<file path="config.mk">
export PLATFORM = sky130hd
export DESIGN_NAME = xfer_irq_pacer
export DESIGN_NICKNAME = d
export VERILOG_FILES = /design/src/rtl/xfer_pacer_pkg.sv /design/src/rtl/xfer_op_decode.sv /design/src/rtl/xfer_irq_spacer.sv /design/src/rtl/xfer_irq_pacer.sv
export SDC_FILE = /design/constraint.sdc
export NUM_CORES = 1
export LEC_CHECK = 0
export ABC_AREA = 1
export BUFFER_PORTS_ARGS = -buffer_cell sky130_fd_sc_hd__buf_4
export CAP_MARGIN = 5
export CELL_PAD_IN_SITES_DETAIL_PLACEMENT = 1
export CELL_PAD_IN_SITES_GLOBAL_PLACEMENT = 1
export CORE_MARGIN = 10
export CORE_UTILIZATION = 35
export CTS_CLUSTER_SIZE = 25
export DETAILED_ROUTE_END_ITERATION = 16
export HOLD_SLACK_MARGIN = 0.06
export PLACE_DENSITY_LB_ADDON = 0.2
export SLEW_MARGIN = 20
export SYNTH_ARGS = -nofsm -noshare
export SYNTH_HDL_FRONTEND = slang
export SYNTH_SLANG_ARGS = --single-unit
</file>
<file path="constraint.sdc">
create_clock -name clk -period 4.85 [get_ports clk]
set_clock_uncertainty 0.2 [all_clocks]
set_input_delay 0.485 -clock clk [delete_from_list [all_inputs] [get_ports clk]]
set_output_delay 0.485 -clock clk [all_outputs]
set_load 0.02 [all_outputs]
</file>
<file path="src/rtl/xfer_pacer_pkg.sv">
`timescale 1ns/1ps
package xfer_pacer_pkg;

    localparam int OP_W = 8;

    localparam logic [OP_W-1:0] OP_RD       = 8'h20;
    localparam logic [OP_W-1:0] OP_RD_NR    = 8'h21;
    localparam logic [OP_W-1:0] OP_WR       = 8'h30;
    localparam logic [OP_W-1:0] OP_WR_NR    = 8'h31;
    localparam logic [OP_W-1:0] OP_VFY      = 8'h40;
    localparam logic [OP_W-1:0] OP_VFY_NR   = 8'h41;
    localparam logic [OP_W-1:0] OP_RD_MULTI = 8'hC4;
    localparam logic [OP_W-1:0] OP_WR_MULTI = 8'hC5;
    localparam logic [OP_W-1:0] OP_SET_BLK  = 8'hC6;
    localparam logic [OP_W-1:0] OP_RD_DMA   = 8'hC8;
    localparam logic [OP_W-1:0] OP_WR_DMA   = 8'hCA;

    typedef enum logic [1:0] {
        PH_IDLE  = 2'd0,
        PH_FETCH = 2'd1,
        PH_XFER  = 2'd2
    } phase_e;

    typedef struct packed {
        logic rd;          // host-read transfer with a data phase
        logic wr;          // host-write transfer
        logic vfy;         // internal chaining, no data phase
        logic dma;         // data phase also raises dmarq
        logic rd_multi;    // reload spacing with block count
        logic set_blk;     // program block count
        logic whole_cmd;   // counter starts at sector count
    } op_class_t;

endpackage

</file>
<file path="src/rtl/xfer_op_decode.sv">
`timescale 1ns/1ps
module xfer_op_decode
    import xfer_pacer_pkg::*;
(
    input  logic [OP_W-1:0] op,
    output op_class_t       cls
);

    always_comb begin
        cls = '0;
        case (op)
            OP_RD, OP_RD_NR:     cls.rd = 1'b1;
            OP_RD_MULTI: begin
                cls.rd       = 1'b1;
                cls.rd_multi = 1'b1;
            end
            OP_RD_DMA: begin
                cls.rd        = 1'b1;
                cls.dma       = 1'b1;
                cls.whole_cmd = 1'b1;
            end
            OP_VFY, OP_VFY_NR: begin
                cls.vfy       = 1'b1;
                cls.whole_cmd = 1'b1;
            end
            OP_WR, OP_WR_NR, OP_WR_MULTI: cls.wr = 1'b1;
            OP_WR_DMA: begin
                cls.wr        = 1'b1;
                cls.dma       = 1'b1;
                cls.whole_cmd = 1'b1;
            end
            OP_SET_BLK:          cls.set_blk = 1'b1;
            default:             cls = '0;
        endcase
    end

endmodule

</file>
<file path="src/rtl/xfer_irq_spacer.sv">
`timescale 1ns/1ps
module xfer_irq_spacer #(
    parameter int CNT_W = 9
) (
    input  logic             clk,
    input  logic             rst_n,
    input  logic             load,
    input  logic [CNT_W-1:0] load_val,
    input  logic             step,
    input  logic             last,
    input  logic [CNT_W-1:0] reload_val,
    output logic             fire
);

    localparam logic [CNT_W-1:0] ONE = {{(CNT_W-1){1'b0}}, 1'b1};

    logic [CNT_W-1:0] cnt_d, cnt_q;

    assign fire = step && ((cnt_q == ONE) || last);

    always_comb begin
        cnt_d = cnt_q;
        if (load) begin
            cnt_d = load_val;
        end else if (step) begin
            cnt_d = fire ? reload_val : (cnt_q - ONE);
        end
    end

    always_ff @(posedge clk) begin
        if (!rst_n) cnt_q <= ONE;
        else        cnt_q <= cnt_d;
    end

    // a zero counter would never reach its terminal value again
    AST_SPACER_NONZERO: assert property (@(posedge clk) disable iff (!rst_n)
        cnt_q != '0);

endmodule

</file>
<file path="src/rtl/xfer_irq_pacer.sv">
`timescale 1ns/1ps
module xfer_irq_pacer
    import xfer_pacer_pkg::*;
#(
    parameter int SEC_W = 8
) (
    input  logic             clk,
    input  logic             rst_n,
    input  logic             cmd_valid,
    input  logic [OP_W-1:0]  cmd_op,
    input  logic [SEC_W-1:0] sec_count,
    input  logic             sector_done,
    input  logic             host_drained,
    input  logic             irq_ack,
    output logic             irq,
    output logic             drq,
    output logic             dmarq,
    output logic             bsy,
    output logic             fetch_req
);

    localparam int               CNT_W = SEC_W + 1;
    localparam logic [CNT_W-1:0] FULL  = CNT_W'(1) << SEC_W;
    localparam logic [CNT_W-1:0] ONE   = CNT_W'(1);

    typedef struct packed {
        phase_e           phase;
        op_class_t        cls;
        logic [CNT_W-1:0] remain;
        logic [SEC_W-1:0] blk;
        logic             irq;
        logic             drq;
        logic             dmarq;
        logic             bsy;
        logic             fetch;
    } pacer_st_t;

    function automatic logic [CNT_W-1:0] widen(input logic [SEC_W-1:0] v);
        return (v == '0) ? FULL : {1'b0, v};
    endfunction

    pacer_st_t        st_d, st_q;
    op_class_t        dec_cls;
    logic             sp_load, sp_step, sp_last, sp_fire;
    logic [CNT_W-1:0] sp_load_val, sp_reload;

    xfer_op_decode u_dec (
        .op  (cmd_op),
        .cls (dec_cls)
    );

    xfer_irq_spacer #(.CNT_W(CNT_W)) u_spacer (
        .clk        (clk),
        .rst_n      (rst_n),
        .load       (sp_load),
        .load_val   (sp_load_val),
        .step       (sp_step),
        .last       (sp_last),
        .reload_val (sp_reload),
        .fire       (sp_fire)
    );

    assign sp_last   = (st_q.remain == ONE);
    assign sp_reload = st_q.cls.rd_multi ? widen(st_q.blk) : ONE;

    always_comb begin
        st_d        = st_q;
        st_d.fetch  = 1'b0;
        sp_load     = 1'b0;
        sp_load_val = ONE;
        sp_step     = 1'b0;

        if (irq_ack) st_d.irq = 1'b0;

        if (cmd_valid) begin
            st_d.irq    = 1'b0;
            st_d.drq    = 1'b0;
            st_d.dmarq  = 1'b0;
            st_d.bsy    = 1'b0;
            st_d.phase  = PH_IDLE;
            st_d.cls    = dec_cls;
            st_d.remain = widen(sec_count);
            sp_load     = 1'b1;
            sp_load_val = dec_cls.whole_cmd ? widen(sec_count) : ONE;
            if (dec_cls.set_blk) begin
                st_d.blk = sec_count;
                st_d.irq = 1'b1;
            end else if (dec_cls.rd || dec_cls.vfy) begin
                st_d.phase = PH_FETCH;
                st_d.bsy   = 1'b1;
                st_d.fetch = 1'b1;
            end else if (dec_cls.wr) begin
                st_d.phase = PH_XFER;
                st_d.drq   = 1'b1;
                st_d.dmarq = dec_cls.dma;
            end
        end else begin
            case (st_q.phase)
                PH_FETCH: begin
                    if (sector_done) begin
                        sp_step     = 1'b1;
                        st_d.bsy    = 1'b0;
                        st_d.remain = st_q.remain - ONE;
                        if (sp_fire) st_d.irq = 1'b1;
                        if (st_q.cls.vfy) begin
                            if (sp_last) begin
                                st_d.phase = PH_IDLE;
                            end else begin
                                st_d.bsy   = 1'b1;
                                st_d.fetch = 1'b1;
                            end
                        end else if (st_q.cls.wr && sp_last) begin
                            st_d.phase = PH_IDLE;
                        end else begin
                            st_d.phase = PH_XFER;
                            st_d.drq   = 1'b1;
                            st_d.dmarq = st_q.cls.dma;
                        end
                    end
                end
                PH_XFER: begin
                    if (host_drained) begin
                        st_d.drq   = 1'b0;
                        st_d.dmarq = 1'b0;
                        if (st_q.cls.wr || (st_q.remain != '0)) begin
                            st_d.phase = PH_FETCH;
                            st_d.bsy   = 1'b1;
                            st_d.fetch = 1'b1;
                        end else begin
                            st_d.phase = PH_IDLE;
                        end
                    end
                end
                default: st_d.phase = PH_IDLE;
            endcase
        end
    end

    always_ff @(posedge clk) begin
        if (!rst_n) begin
            st_q       <= '0;
            st_q.phase <= PH_IDLE;
            st_q.blk   <= SEC_W'(1);
        end else begin
            st_q <= st_d;
        end
    end

    assign irq       = st_q.irq;
    assign drq       = st_q.drq;
    assign dmarq     = st_q.dmarq;
    assign bsy       = st_q.bsy;
    assign fetch_req = st_q.fetch;

    AST_DRQ_EXCL_BSY: assert property (@(posedge clk) disable iff (!rst_n)
        !(drq && bsy));

    AST_DMARQ_NEEDS_DRQ: assert property (@(posedge clk) disable iff (!rst_n)
        dmarq |-> drq);

    AST_VERIFY_NO_DATA: assert property (@(posedge clk) disable iff (!rst_n)
        st_q.cls.vfy |-> !drq);

    AST_DRAIN_CLEARS: assert property (@(posedge clk) disable iff (!rst_n)
        (st_q.phase == PH_XFER && host_drained && !cmd_valid) |=> !drq);

    AST_IRQ_SOURCE: assert property (@(posedge clk) disable iff (!rst_n)
        $rose(irq) |-> ($past(cmd_valid) || $past(sector_done)));

    AST_ACK_CLEARS: assert property (@(posedge clk) disable iff (!rst_n)
        (irq_ack && !cmd_valid && !sector_done) |=> !irq);

endmodule

</file>
[After elaboration in Yosys (flattened, before gate mapping)]
Cells that the tools add are included.
Storage, ports and cells
  register bits: 37
  input port bits: 22
  output and inout bits: 5
  logic and storage cells: 108
Cells by class
  $add $sub $neg: 2
  eq/ne operators: 21
  mux-type cells: 50
  reductions and logical operators: 22
Operators with widths (number)
  two-way mux 9 bit: 11
  equality test 8 bit, second input constant: 5
  two-way mux 2 bit: 17
  equality test 8 x 6 -> 1 bit, second input constant: 4
  equality test 9 x 1 -> 1 bit, second input constant: 2
  subtractor 9 x 1 -> 9 bit, second input constant: 2
  equality test 8 x 7 -> 1 bit, second input constant: 2
  logical NOT 8 bit: 2
  two-way mux 1 bit: 16
  inequality test 3 bit, second input constant: 5
  OR reduction 4 bit: 3
  two-way mux 5 bit: 2
  nonzero test 9 bit: 1
  two-way mux 4 bit: 2
  one-hot mux 4 bit (2 select lines): 1
  nonzero test 2 bit: 3
  AND reduction 5 bit: 1
  inequality test 4 bit, second input constant: 1
  one-hot mux 2 bit (2 select lines): 1
  AND reduction 2 bit: 2
  AND reduction 4 bit: 1
  OR reduction 2 bit: 2
  logical OR 1 bit: 3
  AND reduction 3 bit: 1
  other kinds (4): 5

[Depth between registers and ports, before layout]
  depth after elaboration: 8
  gate-level depth with buffers: 11
  mapped depth without buffers: 11

[By module]
A second synthesis with hierarchy kept.
Second synthesis, totals
  cell total of the unflattened synthesis: 419
  area, all modules: 2577.5 um^2
Modules (own cells, without submodules)
  xfer_irq_pacer: instances 1, cells each 261, area an instance 1661.6 um^2, sequential area each 560.5 um^2
  xfer_irq_spacer: instances 1, cells each 114, area an instance 728.2 um^2, sequential area each 180.2 um^2
  xfer_op_decode: instances 1, cells each 44, area an instance 187.7 um^2, sequential area each 0.0 um^2

[Worst setup path before layout]
Ideal clock, no wire load.
  kind: reg-to-reg
  from: reg st_q[30] in the netlist's numbering
  to: reg st_q[29] in the netlist's numbering
  library setup time: 0.115 ns
  arrival: 1.329 ns
  required time: 4.535 ns
  path slack: 3.207 ns
  stages on the path, launching flop included: 10
  path buffers: 0
  period minus slack after synthesis: 1.643 ns
  cells stage by stage: dfxtp_1 -> inv_1 -> ha_1 -> inv_2 -> nor2_1 -> o21ai_4 -> a21boi_4 -> nand2_1 -> a21oi_2 -> nor2_1
On the way
  cells in the longest elaborated chain, start to end: 3
  elaborated cells between the ends (all ways): 8
  classes of those cells: eq/ne (5); mux (2); reduce/logical (1)
Ends and longest elaborated chain
  start: declaration: RTL line xfer_irq_pacer.sv:42  | pacer_st_t st_d, st_q;
  start signal: assignment: RTL line xfer_irq_pacer.sv:145  | st_q <= st_d;
  equality test 2 x 1 -> 1 bit / equality test 2 bit (equally long branches): RTL line xfer_irq_pacer.sv:98  | case (st_q.phase)
  inequality test 4 bit (no source line), or another cell as far along
  AND reduction 3 bit (no source line) / two-way mux 2 bit (equally long branches)
Several ways; a longest one is shown, not always the timed one.
A chain may end at the register's enable or synchronous reset.

[Worst setup path after layout]
  from: reg st_q[29] in the netlist's numbering
  to: reg u_spacer.cnt_q[3]
On the way
  cells in the longest elaborated chain, start to end: 7
  elaborated cells between the ends (all ways): 8
  classes of those cells: eq/ne (1); mux (5); reduce/logical (2)
Ends and longest elaborated chain
  equality test 2 x 1 -> 1 bit *: RTL line xfer_irq_pacer.sv:98
  two-way mux 1 bit *: RTL line xfer_irq_pacer.sv:98
  two-way mux 1 bit *: RTL line xfer_irq_pacer.sv:75  | if (cmd_valid) begin
  logical AND 1 bit: RTL line xfer_irq_spacer.sv:19  | assign fire = step && ((cnt_q == ONE) || last);
  two-way mux 9 bit: RTL line xfer_irq_spacer.sv:26  | cnt_d = fire ? reload_val : (cnt_q - ONE);
  two-way mux 9 bit: RTL line xfer_irq_spacer.sv:25  | end else if (step) begin
  two-way mux 9 bit: RTL line xfer_irq_spacer.sv:23  | if (load) begin
  end signal: assignment: RTL line xfer_irq_spacer.sv:32  | else cnt_q <= cnt_d;
  end: declaration: RTL line xfer_irq_spacer.sv:17  | logic [CNT_W-1:0] cnt_d, cnt_q;
Every way passes the cells marked *; elsewhere a longest branch is shown, timed or not. The select of a mux whose other input is x is not followed.

==> parameters.txt <==
Parameter                              Value

Floorplan
  DIE HEIGHT ... 108 um
  Number of rows created at floorplan ... 32
  Floorplan die area ... 11700 um2
  Effective utilization at floorplan ... 35.5%
  Horiz. Die Dim ... 108 um
  Number of top-level pins ... 27
  Placeable core area ... 7650 um2

Setup path
  Setup Crit Path Kind ... reg -> reg
  Number of buffers and inverters on the critical path ... 1
  Cell family with the largest share of critical-path delay ... simple AND/OR/NAND/NOR gates
  Slowest cell on crit path ... sky130_fd_sc_hd__dfxtp_1
  Data required time at the worst endpoint ... 4.85 ns
  Crit path launch type ... flop
  Type of destination of the critical path ... flop
  Worst-path cell chain ... ha_1 -> nand2_2 -> nand2_2 -> clkinv_1 -> a21oi_1 -> a21oi_1
  Delay of the slowest cell on the worst path ... 0.36 ns
  Crit path max fanout ... 16
  Worst Path Arrival ... 1.96 ns

Cells and area
  Antenna diodes ... 0
  Fraction of final layout cells sized beyond drive strength 1 ... 22.6%
  Most common cell after layout, fill and taps aside ... sky130_fd_sc_hd__nand2_1
  Synthesis-to-layout area growth ... 13.1%
  Final std cells w/o fill ... 526
  Commonest cells after routing, fill and taps aside ... 79 x sky130_fd_sc_hd__nand2_1, 47 x sky130_fd_sc_hd__inv_1, 42 x sky130_fd_sc_hd__nor2_1
  Area of the multi-input gates ... 1620 um2
  Nets ... 452
  Number of filler instances in the final layout ... 1023
  Sequential Area ... 741 um2

STA
  Setup repair after global routing missed its margin ... false
  Final Hold Violating Endpoints ... 0
  Number of pins with negative max-slew slack in the final report ... 0
  Fmax ... 510 MHz
  Final worst-path cycle share ... 40.4%
  Final setup violating endpoints ... 0
  Min Hold Slack ... 0.258 ns
  Slew @ Worst Pin ... 0.507 ns
  Setup total negative slack ... 0 ns
  Max-Slew Margin vs Limit ... 66.1%
  Time the final worst path needs with I/O delays and setup ... 1.96 ns

Yosys
  Number of instances in the synthesized netlist ... 402
  Cell Area, Synth ... 2720 um2
  Synth Net Count ... 431
  Synth Warn # ... 0
  Mean post-synth cell area ... 6.76 um2
  Netlist cell types ... 42
  Register bit count reported by yosys ... 37
  Proportion of synthesized chip area in sequential cells ... 27.3%

Place
  Post-DP HPWL ... 6500 um
  Final weighted congestion of routability-driven global placement ... 0.797
  Placed cells ... 518
  Buffers on Ports ... 26

GRT
  Total grt overflow ... 0
  Largest net degree at the start of global routing ... 26
  Number of antenna violations at the first check in global routing ... 0
  Overall routing resource usage ... 14.7%
  Number of global-route vias before repair ... 2776
  First-pass GRT wire length ... 14000 um

Clock tree
  Source-to-sink clock delay at the later pin of the worst-skew pair ... 0.30 ns
  Number of buffers added to fix hold violations after cts ... 0
  Buffer cell driving the clock tree root ... sky130_fd_sc_hd__clkbuf_8
  H-tree levels ... 2
  Number of clock sinks ... 37
  Number of cells upsized or downsized after cts ... 0
  Clock tree from TritonCTS ... yes
  Clock tree buffer depth ... 2
  Setup Fix Bufs, Post-CTS ... 0
  Inserted Clock Buffers ... 5
  Clk slew on worst S/H paths ... 0.09 ns

Route
  Remaining design rule violation count ... 0
  Via density ... 5.02
  Remaining number of nets flagged by the antenna check after routing ... 0
  Sum of routed wire length over all layers ... 8250 um
  Number of detailed-routing iterations run before antenna repair ... 4
  Routed via count ... 2642
  Number of DRC violations after detailed-routing iteration 0 ... 81
  Average detailed-routed wire length per instance ... 15.7 um

Outcome
  Outcome ... finished, final reports clean

Power
  Fraction of power consumed by sequential logic ... 40.4%
  Cell internal pwr ... 0.572 mW
  Static power due to leakage ... 1.38 nW
  Clock share of power ... 41.8%
  Peak supply drop ... 0.120 mV
  Power spent charging and discharging nets ... 0.237 mW
  Logic gate share of total power ... 17.8%
  Total power after layout ... 0.809 mW
  Net Sw Frac ... 29.3%
  Ratio of total power to cell area ... 263 nW/um2

Run
  Max Cap Violations ... 0

Worst hold path
  Path type of the worst min-delay path ... in -> reg
final timing paths:
path	from	to	slack, ns	cells after the start
worst max-delay path	st_q[29]$_SDFFE_PN0P_	u_spacer.cnt_q[3]$_SDFFE_PN0P_	2.89	6
worst min-delay path	sec_count[0]	u_spacer.cnt_q[0]$_SDFFE_PN1P_	0.26	3
worst max register to register	st_q[29]$_SDFFE_PN0P_	u_spacer.cnt_q[3]$_SDFFE_PN0P_	2.89	6
worst min register to register	st_q[6]$_SDFFE_PN0P_	st_q[6]$_SDFFE_PN0P_	0.28	2
area by class of cell:
type	instances	share of cell area (%)
well taps	102	4.15
flip-flops and latches	37	24.1
repair buffers	26	6.35
inverters	63	8.35
clock inverters	3	2.24
clock buffers	5	2.24
multi-input cells	290	52.6
worst min-delay path: stages:
cell and delay, ns:
sky130_fd_sc_hd__buf_4 0.10, sky130_fd_sc_hd__o21ai_1 0.07, sky130_fd_sc_hd__nand3b_1 0.07
power groups by stage:
stage / Combinational (mW) / Clock [mW] / Sequential (mW)
2_1_floorplan: 0.106 / 0 / 0.330
3_5_place_dp: 0.143 / 0 / 0.334
5_1_grt: 0.163 / 0.352 / 0.328
6_report: 0.144 / 0.339 / 0.326
3_3_place_gp: 0.140 / 0 / 0.333
4_1_cts: 0.145 / 0.342 / 0.327
cell usage after synthesis, drive strengths merged:
cell type | n | area [um2]
nand2 | 93 | 418
inv | 61 | 236
nor2 | 54 | 248
nand3 | 43 | 260
dfxtp | 37 | 741
a21oi | 31 | 170
o21ai | 30 | 169
buf | 9 | 92.6
ha | 7 | 87.6
a31oi | 6 | 43.8
nand4 | 6 | 37.5
xor2 | 6 | 52.6
nand3b | 4 | 30.0
clkbuf | 3 | 12.5
nor3 | 3 | 25.0
clkinv | 2 | 20.0
xnor2 | 2 | 17.5
a211oi | 1 | 7.51
a21boi | 1 | 18.8
o21a | 1 | 15.0
o221ai | 1 | 8.76
or2 | 1 | 6.26
kinds of logic after synthesis:
| logic type | share of synthesized area (%) |
|---|---|
| and+or+nand+nor | 37.7 |
| buffers and inverters | 13.3 |
| adders and majority gates | 3.22 |
| DFF | 27.3 |
| AOI/OAI and AO/OA | 15.9 |
| xor gates and xnor gates | 2.58 |
metal layers:
metal  vias up  wire length (um)  GRT usage, %
met5         -                 0             0
met4         0                74          2.86
met3         7               165          2.32
met2        26              4170          26.2
met1      1272              3840          18.3
li1       1337                 -             -
registers in the layout, summed over array words and instances (netlist names):
| name | cells |
|---|---|
| irq | 1 |
| u_spacer.cnt_q | 9 |
| fetch_req | 1 |
| st_q | 23 |
| drq | 1 |
| dmarq | 1 |
| bsy | 1 |
metrics by stage:
stage	instance area, um2	utilization (%)	worst slack, ns
4_1_cts	3070	40.2	2.89
2_1_floorplan	2720	-	3.21
6_report	3070	40.2	2.89
5_1_grt	3070	40.2	2.69
3_3_place_gp	2940	38.4	2.80
3_5_place_dp	2940	38.4	2.72
(Power assumes the default switching activity.)
